$ cat src/rtl/cfg_regfile_pkg.sv
package cfg_regfile_pkg;
  localparam int BYTE_W = 8;

  localparam int CMD_ATTACH_BIT = 0;
  localparam int CMD_SRST_BIT   = 1;
  localparam int CMD_PDOWN_BIT  = 2;

  typedef logic [BYTE_W-1:0] byte_t;

  typedef struct packed {
    logic pdown;
    logic srst;
    logic attach;
  } cmd_state_t;

  function automatic byte_t cfg_default(int unsigned idx, byte_t base, byte_t step);
    int unsigned prod;
    prod = int'(base) + idx * int'(step);
    return byte_t'(prod);
  endfunction
endpackage

$ cat src/rtl/cfg_access_ctrl.sv
module cfg_access_ctrl
  import cfg_regfile_pkg::*;
#(
  parameter int AW = 8
) (
  input  logic          clk,
  input  logic          rst_n,
  input  logic          active,
  input  logic          srst_busy,
  input  logic          req_valid,
  output logic          req_ready,
  input  logic          req_write,
  input  byte_t         rd_byte,
  output logic          accept,
  output logic          rsp_valid,
  input  logic          rsp_ready,
  output byte_t         rsp_rdata,
  output logic          ack_done
);
  logic  pend_q;
  byte_t data_q;

  assign req_ready = active && !pend_q && !srst_busy;
  assign accept    = req_valid && req_ready;
  assign ack_done  = pend_q && rsp_ready;

  always_ff @(posedge clk or negedge rst_n) begin
    if (!rst_n) begin
      pend_q <= 1'b0;
      data_q <= '0;
    end else begin
      if (accept) begin
        pend_q <= 1'b1;
        data_q <= req_write ? '0 : rd_byte;
      end else if (ack_done) begin
        pend_q <= 1'b0;
      end
    end
  end

  assign rsp_valid = pend_q;
  assign rsp_rdata = data_q;
endmodule

$ cat src/rtl/cfg_byte_store.sv
module cfg_byte_store
  import cfg_regfile_pkg::*;
#(
  parameter int    AW       = 8,
  parameter byte_t DEF_BASE = 8'h11,
  parameter byte_t DEF_STEP = 8'h07
) (
  input  logic          clk,
  input  logic          rst_n,
  input  logic          wr_en,
  input  logic          protect,
  input  logic          restore,
  input  logic [AW-1:0] addr,
  input  byte_t         wdata,
  output byte_t         rdata
);
  localparam int DEPTH = 1 << AW;
  localparam int CFG_N = DEPTH - 1;

  byte_t mem [CFG_N];

  for (genvar i = 0; i < CFG_N; i++) begin : g_byte
    localparam byte_t INIT = cfg_default(i, DEF_BASE, DEF_STEP);
    logic hit;
    assign hit = wr_en && !protect && (addr == AW'(i));

    always_ff @(posedge clk or negedge rst_n) begin
      if (!rst_n) begin
        mem[i] <= INIT;
      end else if (restore) begin
        mem[i] <= INIT;
      end else if (hit) begin
        mem[i] <= wdata;
      end
    end
  end

  always_comb begin
    rdata = '0;
    for (int k = 0; k < CFG_N; k++) begin
      if (addr == AW'(k)) rdata = mem[k];
    end
  end
endmodule

$ cat src/rtl/cfg_cmd_reg.sv
module cfg_cmd_reg
  import cfg_regfile_pkg::*;
(
  input  logic  clk,
  input  logic  rst_n,
  input  logic  wr_en,
  input  byte_t wdata,
  input  logic  ack_done,
  output byte_t status,
  output logic  attach,
  output logic  srst,
  output logic  active
);
  cmd_state_t st_q;
  logic       act_q;

  always_ff @(posedge clk or negedge rst_n) begin
    if (!rst_n) begin
      st_q  <= '0;
      act_q <= 1'b1;
    end else begin
      if (st_q.srst) begin
        st_q <= '0;
      end else if (wr_en) begin
        st_q.attach <= wdata[CMD_ATTACH_BIT];
        st_q.srst   <= wdata[CMD_SRST_BIT];
        st_q.pdown  <= wdata[CMD_PDOWN_BIT];
      end
      if (ack_done && st_q.pdown && !st_q.srst) begin
        act_q <= 1'b0;
      end
    end
  end

  always_comb begin
    status = '0;
    status[CMD_ATTACH_BIT] = st_q.attach;
    status[CMD_SRST_BIT]   = st_q.srst;
    status[CMD_PDOWN_BIT]  = st_q.pdown;
  end

  assign attach = st_q.attach;
  assign srst   = st_q.srst;
  assign active = act_q;
endmodule

$ cat src/rtl/cfg_regfile_cmd.sv
module cfg_regfile_cmd
  import cfg_regfile_pkg::*;
#(
  parameter int    AW       = 8,
  parameter byte_t DEF_BASE = 8'h11,
  parameter byte_t DEF_STEP = 8'h07
) (
  input  logic          clk,
  input  logic          rst_n,
  input  logic          req_valid,
  output logic          req_ready,
  input  logic          req_write,
  input  logic [AW-1:0] req_addr,
  input  logic [7:0]    req_wdata,
  output logic          rsp_valid,
  input  logic          rsp_ready,
  output logic [7:0]    rsp_rdata,
  output logic          attach_req,
  output logic          if_active
);
  localparam logic [AW-1:0] CMD_ADDR = '1;

  logic  accept, ack_done, soft_rst, active;
  logic  sel_cmd, wr_cfg, wr_cmd;
  byte_t cfg_byte, cmd_byte, rd_byte;

  assign sel_cmd = (req_addr == CMD_ADDR);
  assign wr_cfg  = accept && req_write && !sel_cmd;
  assign wr_cmd  = accept && req_write && sel_cmd;
  assign rd_byte = sel_cmd ? cmd_byte : cfg_byte;

  cfg_access_ctrl #(.AW(AW)) u_ctrl (
    .clk(clk), .rst_n(rst_n), .active(active), .srst_busy(soft_rst),
    .req_valid(req_valid), .req_ready(req_ready), .req_write(req_write),
    .rd_byte(rd_byte), .accept(accept), .rsp_valid(rsp_valid),
    .rsp_ready(rsp_ready), .rsp_rdata(rsp_rdata), .ack_done(ack_done)
  );

  cfg_byte_store #(.AW(AW), .DEF_BASE(DEF_BASE), .DEF_STEP(DEF_STEP)) u_store (
    .clk(clk), .rst_n(rst_n), .wr_en(wr_cfg), .protect(attach_req),
    .restore(soft_rst), .addr(req_addr), .wdata(req_wdata), .rdata(cfg_byte)
  );

  cfg_cmd_reg u_cmd (
    .clk(clk), .rst_n(rst_n), .wr_en(wr_cmd), .wdata(req_wdata),
    .ack_done(ack_done), .status(cmd_byte), .attach(attach_req),
    .srst(soft_rst), .active(active)
  );

  assign if_active = active;
endmodule

$ cat config.mk
export PLATFORM = sky130hd
export DESIGN_NAME = cfg_regfile_cmd
export DESIGN_NICKNAME = d
export VERILOG_FILES = /design/src/rtl/cfg_regfile_pkg.sv /design/src/rtl/cfg_access_ctrl.sv /design/src/rtl/cfg_byte_store.sv /design/src/rtl/cfg_cmd_reg.sv /design/src/rtl/cfg_regfile_cmd.sv
export SDC_FILE = /design/constraint.sdc
export NUM_CORES = 2
export LEC_CHECK = 0
export ABC_AREA = 1
export ABC_CLOCK_PERIOD_IN_PS = 8100
export BUFFER_PORTS_ARGS = -buffer_cell sky130_fd_sc_hd__buf_2
export CAP_MARGIN = 20
export CORE_UTILIZATION = 55
export CTS_BUF_LIST = sky130_fd_sc_hd__clkbuf_4 sky130_fd_sc_hd__clkbuf_8 sky130_fd_sc_hd__clkbuf_16
export DETAILED_ROUTE_END_ITERATION = 6
export PLACE_DENSITY_LB_ADDON = 0.05
export SLEW_MARGIN = 20
export SYNTH_ARGS = -nofsm -noshare
export SYNTH_HDL_FRONTEND = slang
export SYNTH_HIERARCHICAL = 1
export SYNTH_SLANG_ARGS = --single-unit
$ cat constraint.sdc
create_clock -name clk -period 8.1 [get_ports clk]
set_input_delay 0 -clock clk [delete_from_list [all_inputs] [get_ports clk]]
set_output_delay 0 -clock clk [all_outputs]
set_load 0.03 [all_outputs]
==> reports/qor.csv <==
metric;value;unit
result of the run;finished, violations left;
violations in the final reports;design-rule violations, negative hold slack, negative setup slack;
Async S/R FF share, synth;100;%
antenna violation net count after detailed routing;0;
setup slack at placement;-8.20;ns
Setup Viol. Count Final;8;
gate count after technology mapping;12000;
startpoint type of the worst setup path;register;
worst flop-to-flop path endpoint;u_ctrl/rsp_rdata[5];
predominant post-synthesis flop cell;sky130_fd_sc_hd__dfrtp_1;
kind of critical path;reg2reg;
ports placed on the boundary;33;
growth of design area from synthesis to finish;14.8;%
number of enable-type register cells in the synthesized netlist;0;
netlist area before placement;95800;um^2
maximum clock frequency;61.8;MHz
WP data required;8.85;ns
Mean Syn Cell Area;7.96;um^2
path depth of the worst reg2reg path;143;
CP endpoint;u_ctrl/rsp_rdata[5];
top cell type's share of synthesized area;28.1;%
fraction of final layout cells sized beyond drive strength 1;19.3;%
cell taking the most area after synthesis;sky130_fd_sc_hd__dfstp_2;
largest cells by area after synthesis;sky130_fd_sc_hd__dfstp_2 (28%), sky130_fd_sc_hd__dfrtp_1 (27%), sky130_fd_sc_hd__nand2_1 (15%), sky130_fd_sc_hd__o21ai_0 (11%), sky130_fd_sc_hd__inv_1 (4.7%);
static leakage;49.3;nW
antenna violations before repair;19;
Slew @ Worst Pin;1.21;ns
hold-fix buffer count after cts;22;
overall die height;419;um
final net count;12400;
Final HPWL DP;214;mm
largest fanout on the critical path;2;
time the final worst path needs with I/O delays and setup;16.18;ns
Distinct cells, synth;31;
cell with the most instances after synthesis;sky130_fd_sc_hd__nand2_1;
post-route insts no fill;14900;
worst r2r src;u_store/mem[2037];
WL final;342;mm
endpoint arrival time on the critical path;16.93;ns
via count;85500;
total of max-cap violations;0;
Skew-Pair Late Insertion Delay;0.86;ns
total clock sinks;2053;
via count of the first global-routing pass;81400;
worst vdd rail ir drop;0.234;mV
min setup slack post-route;-8.08;ns
Hold Path Depth;4;
register bit count reported by yosys;2053;
final worst hold slack;-0.352;ns
H-tree levels;4;
Max transition margin;19.0;%
clock tree skew after final layout;0.0325;ns
Placed Area;102000;um^2
CP endpoint kind;register;
TritonCTS clock tree;built;
last weighted congestion value of the routability-driven placer;0.976;
Worst setup startpoint;u_store/mem[2037];
cell count after placement;14400;
maximum count of clock buffers along a single path;3;
core footprint;172000;um^2
final number of hold-violating endpoints;8;
pin count of the biggest net entering global routing;174;
setup slack, reg-to-reg;-8.08;ns
average wire per cell in the routed design;23.0;um
classification of the worst-slack hold path;in2reg;
DIE WIDTH;419;um
effective utilization at floorplan;55.6;%
global-route wire length before repair;513;mm
all-layer global routing usage;38.9;%
Port Buffer Count;32;
number of warning messages in the yosys log;6;
number of CTS-inserted buffers;213;
maximum cell stage delay along the critical path;0.39;ns
DRC violation count after routing;11;
most frequent CP cell;sky130_fd_sc_hd__nand2_1;
per-cell via count in the routed design;5.75;
clock slew at the register clock pins of the worst setup and hold paths;0.06;ns
part of the cycle the worst path needs;200;%
total gr overflow;0;
final design instance area without fill;110000;um^2
setup repair after global routing missed its margin;yes;
number of design-rule violations left by the first detailed-router iteration;10200;
slowest cell on the critical path;sky130_fd_sc_hd__dfrtp_1;
PD cells;216;nW/um^2
area enclosed by the die boundary;176000;um^2
number of iterations in the first detailed-routing pass;7;
Final Max Slew Viols;0;
row cnt;152;
sequential-to-total area share from yosys stat;55.0;%
root cell of the clock tree;sky130_fd_sc_hd__clkbuf_16;
post-CTS setup buffer count;0;
leading post-synthesis cells by instance count;sky130_fd_sc_hd__nand2_1 (3891), sky130_fd_sc_hd__o21ai_0 (2184), sky130_fd_sc_hd__inv_1 (1189);
==> worst min path at each step <==
stage,start,to,slack (ns)
2_1_floorplan,rst_n,u_cmd/attach,-0.30
3_3_place_gp,rst_n,u_store/mem[341],0.09
3_5_place_dp,rst_n,u_store/mem[341],0.1
4_1_cts,req_write,u_ctrl/rsp_rdata[4],-0.39
5_1_grt,req_write,u_ctrl/rsp_rdata[1],-0.35
6_report,req_write,u_ctrl/rsp_rdata[4],-0.35
==> kinds of logic after synthesis <==
group / share of synthesized area [%]
AOI/OAI and AO/OA: 14.4
buffers and inverters: 7.27
DFF: 55.0
muxes: 0.905
other: 0.00392
and+or+nand+nor: 22.5
==> worst max-delay path, delay by kind of cell (launching register included) <==
kind / cells / cell delay, ns
DFF: 1 / 0.39
buffers and inverters: 2 / 0.21
and+or+nand+nor: 141 / 15.47
==> registers in the layout, summed over array words and instances (netlist names) <==
| name | flops |
|---|---|
| u_store/mem | 2040 |
| u_ctrl/rsp_rdata | 8 |
| u_cmd/active | 1 |
| u_cmd/attach | 1 |
| u_cmd/srst | 1 |
| u_cmd/status | 1 |
| u_ctrl/rsp_valid | 1 |
==> placed cells by master (no fill, tap or decap), types with 4 or more instances in the layout <==
cell | netlist | layout
sky130_fd_sc_hd__nand2_1 | 3891 | 3805
sky130_fd_sc_hd__o21ai_0 | 2184 | 2184
sky130_fd_sc_hd__inv_1 | 1189 | 1174
sky130_fd_sc_hd__dfrtp_1 | 1030 | 1029
sky130_fd_sc_hd__dfstp_2 | 1023 | 1023
sky130_fd_sc_hd__nor2_1 | 773 | 730
sky130_fd_sc_hd__buf_4 | 9 | 605
sky130_fd_sc_hd__a21oi_1 | 531 | 528
sky130_fd_sc_hd__nand4_1 | 452 | 452
sky130_fd_sc_hd__clkbuf_16 | 0 | 220
sky130_fd_sc_hd__nand3_1 | 131 | 117
sky130_fd_sc_hd__nand2_2 | 9 | 88
sky130_fd_sc_hd__mux2_2 | 77 | 77
sky130_fd_sc_hd__clkbuf_8 | 0 | 55
sky130_fd_sc_hd__clkinv_2 | 0 | 50
sky130_fd_sc_hd__clkbuf_4 | 0 | 43
sky130_fd_sc_hd__nor2_2 | 12 | 40
sky130_fd_sc_hd__inv_2 | 29 | 40
sky130_fd_sc_hd__or2_2 | 33 | 33
sky130_fd_sc_hd__clkinv_1 | 33 | 32
sky130_fd_sc_hd__buf_2 | 0 | 31
sky130_fd_sc_hd__o21ai_1 | 27 | 26
sky130_fd_sc_hd__bufinv_16 | 0 | 22
sky130_fd_sc_hd__dlygate4sd3_1 | 0 | 21
sky130_fd_sc_hd__buf_12 | 0 | 19
sky130_fd_sc_hd__nor2_4 | 4 | 19
sky130_fd_sc_hd__nand3_2 | 1 | 13
sky130_fd_sc_hd__diode_2 | 0 | 10
sky130_fd_sc_hd__nand2_4 | 2 | 9
sky130_fd_sc_hd__inv_6 | 0 | 8
sky130_fd_sc_hd__clkinvlp_4 | 0 | 7
sky130_fd_sc_hd__conb_1 | 1 | 5
sky130_fd_sc_hd__o22ai_1 | 4 | 4
==> through the flow <==
step	util, %	total power [W]	setup TNS (ns)
2_1_floorplan	-	0.0121	-4.89
4_1_cts	63.7	0.0238	-54.78
5_1_grt	63.8	0.0245	-65.19
3_3_place_gp	59.0	0.0132	-57.72
3_5_place_dp	59.0	0.0132	-57.60
6_report	63.8	0.0238	-57.38
==> repair_timing <==
item                                   in CTS  in global routing
setup endpoints to repair                   8                  8
gates resized for setup                    84                 38
pin swaps                                  33                 35
endpoints found under the hold margin     553                  8
==> routing by layer <==
| layer | wire length, um | up-vias | GRT usage [%] |
|---|---|---|---|
| li1 | - | 39300 | - |
| met1 | 139000 | 41200 | 53.5 |
| met2 | 152000 | 4107 | 59.5 |
| met3 | 31700 | 873 | 6.97 |
| met4 | 18800 | 8 | 19.0 |
| met5 | 68 | - | 0 |
==> report_power, final <==
group | switching [W] | internal [W] | leakage [nW]
sequential | 0.000267 | 0.0109 | 24.3
combinational | 0.00152 | 0.000494 | 21.2
clock | 0.00425 | 0.00632 | 3.87
total | 0.00604 | 0.0177 | 49.3
==> layout make-up <==
| cell class | instances | area (um^2) |
|---|---|---|
| diodes | 10 | 25.0 |
| clock buffers | 318 | 6590 |
| clock inverters | 88 | 1080 |
| fillers | 15200 | 62300 |
| inverters | 1251 | 4720 |
| multi-input cells | 8146 | 36700 |
| flip-flops and latches | 2053 | 52700 |
| well taps | 2310 | 2890 |
| repair buffers | 677 | 5320 |
No activity file was read; power rests on OpenSTA's default activity.
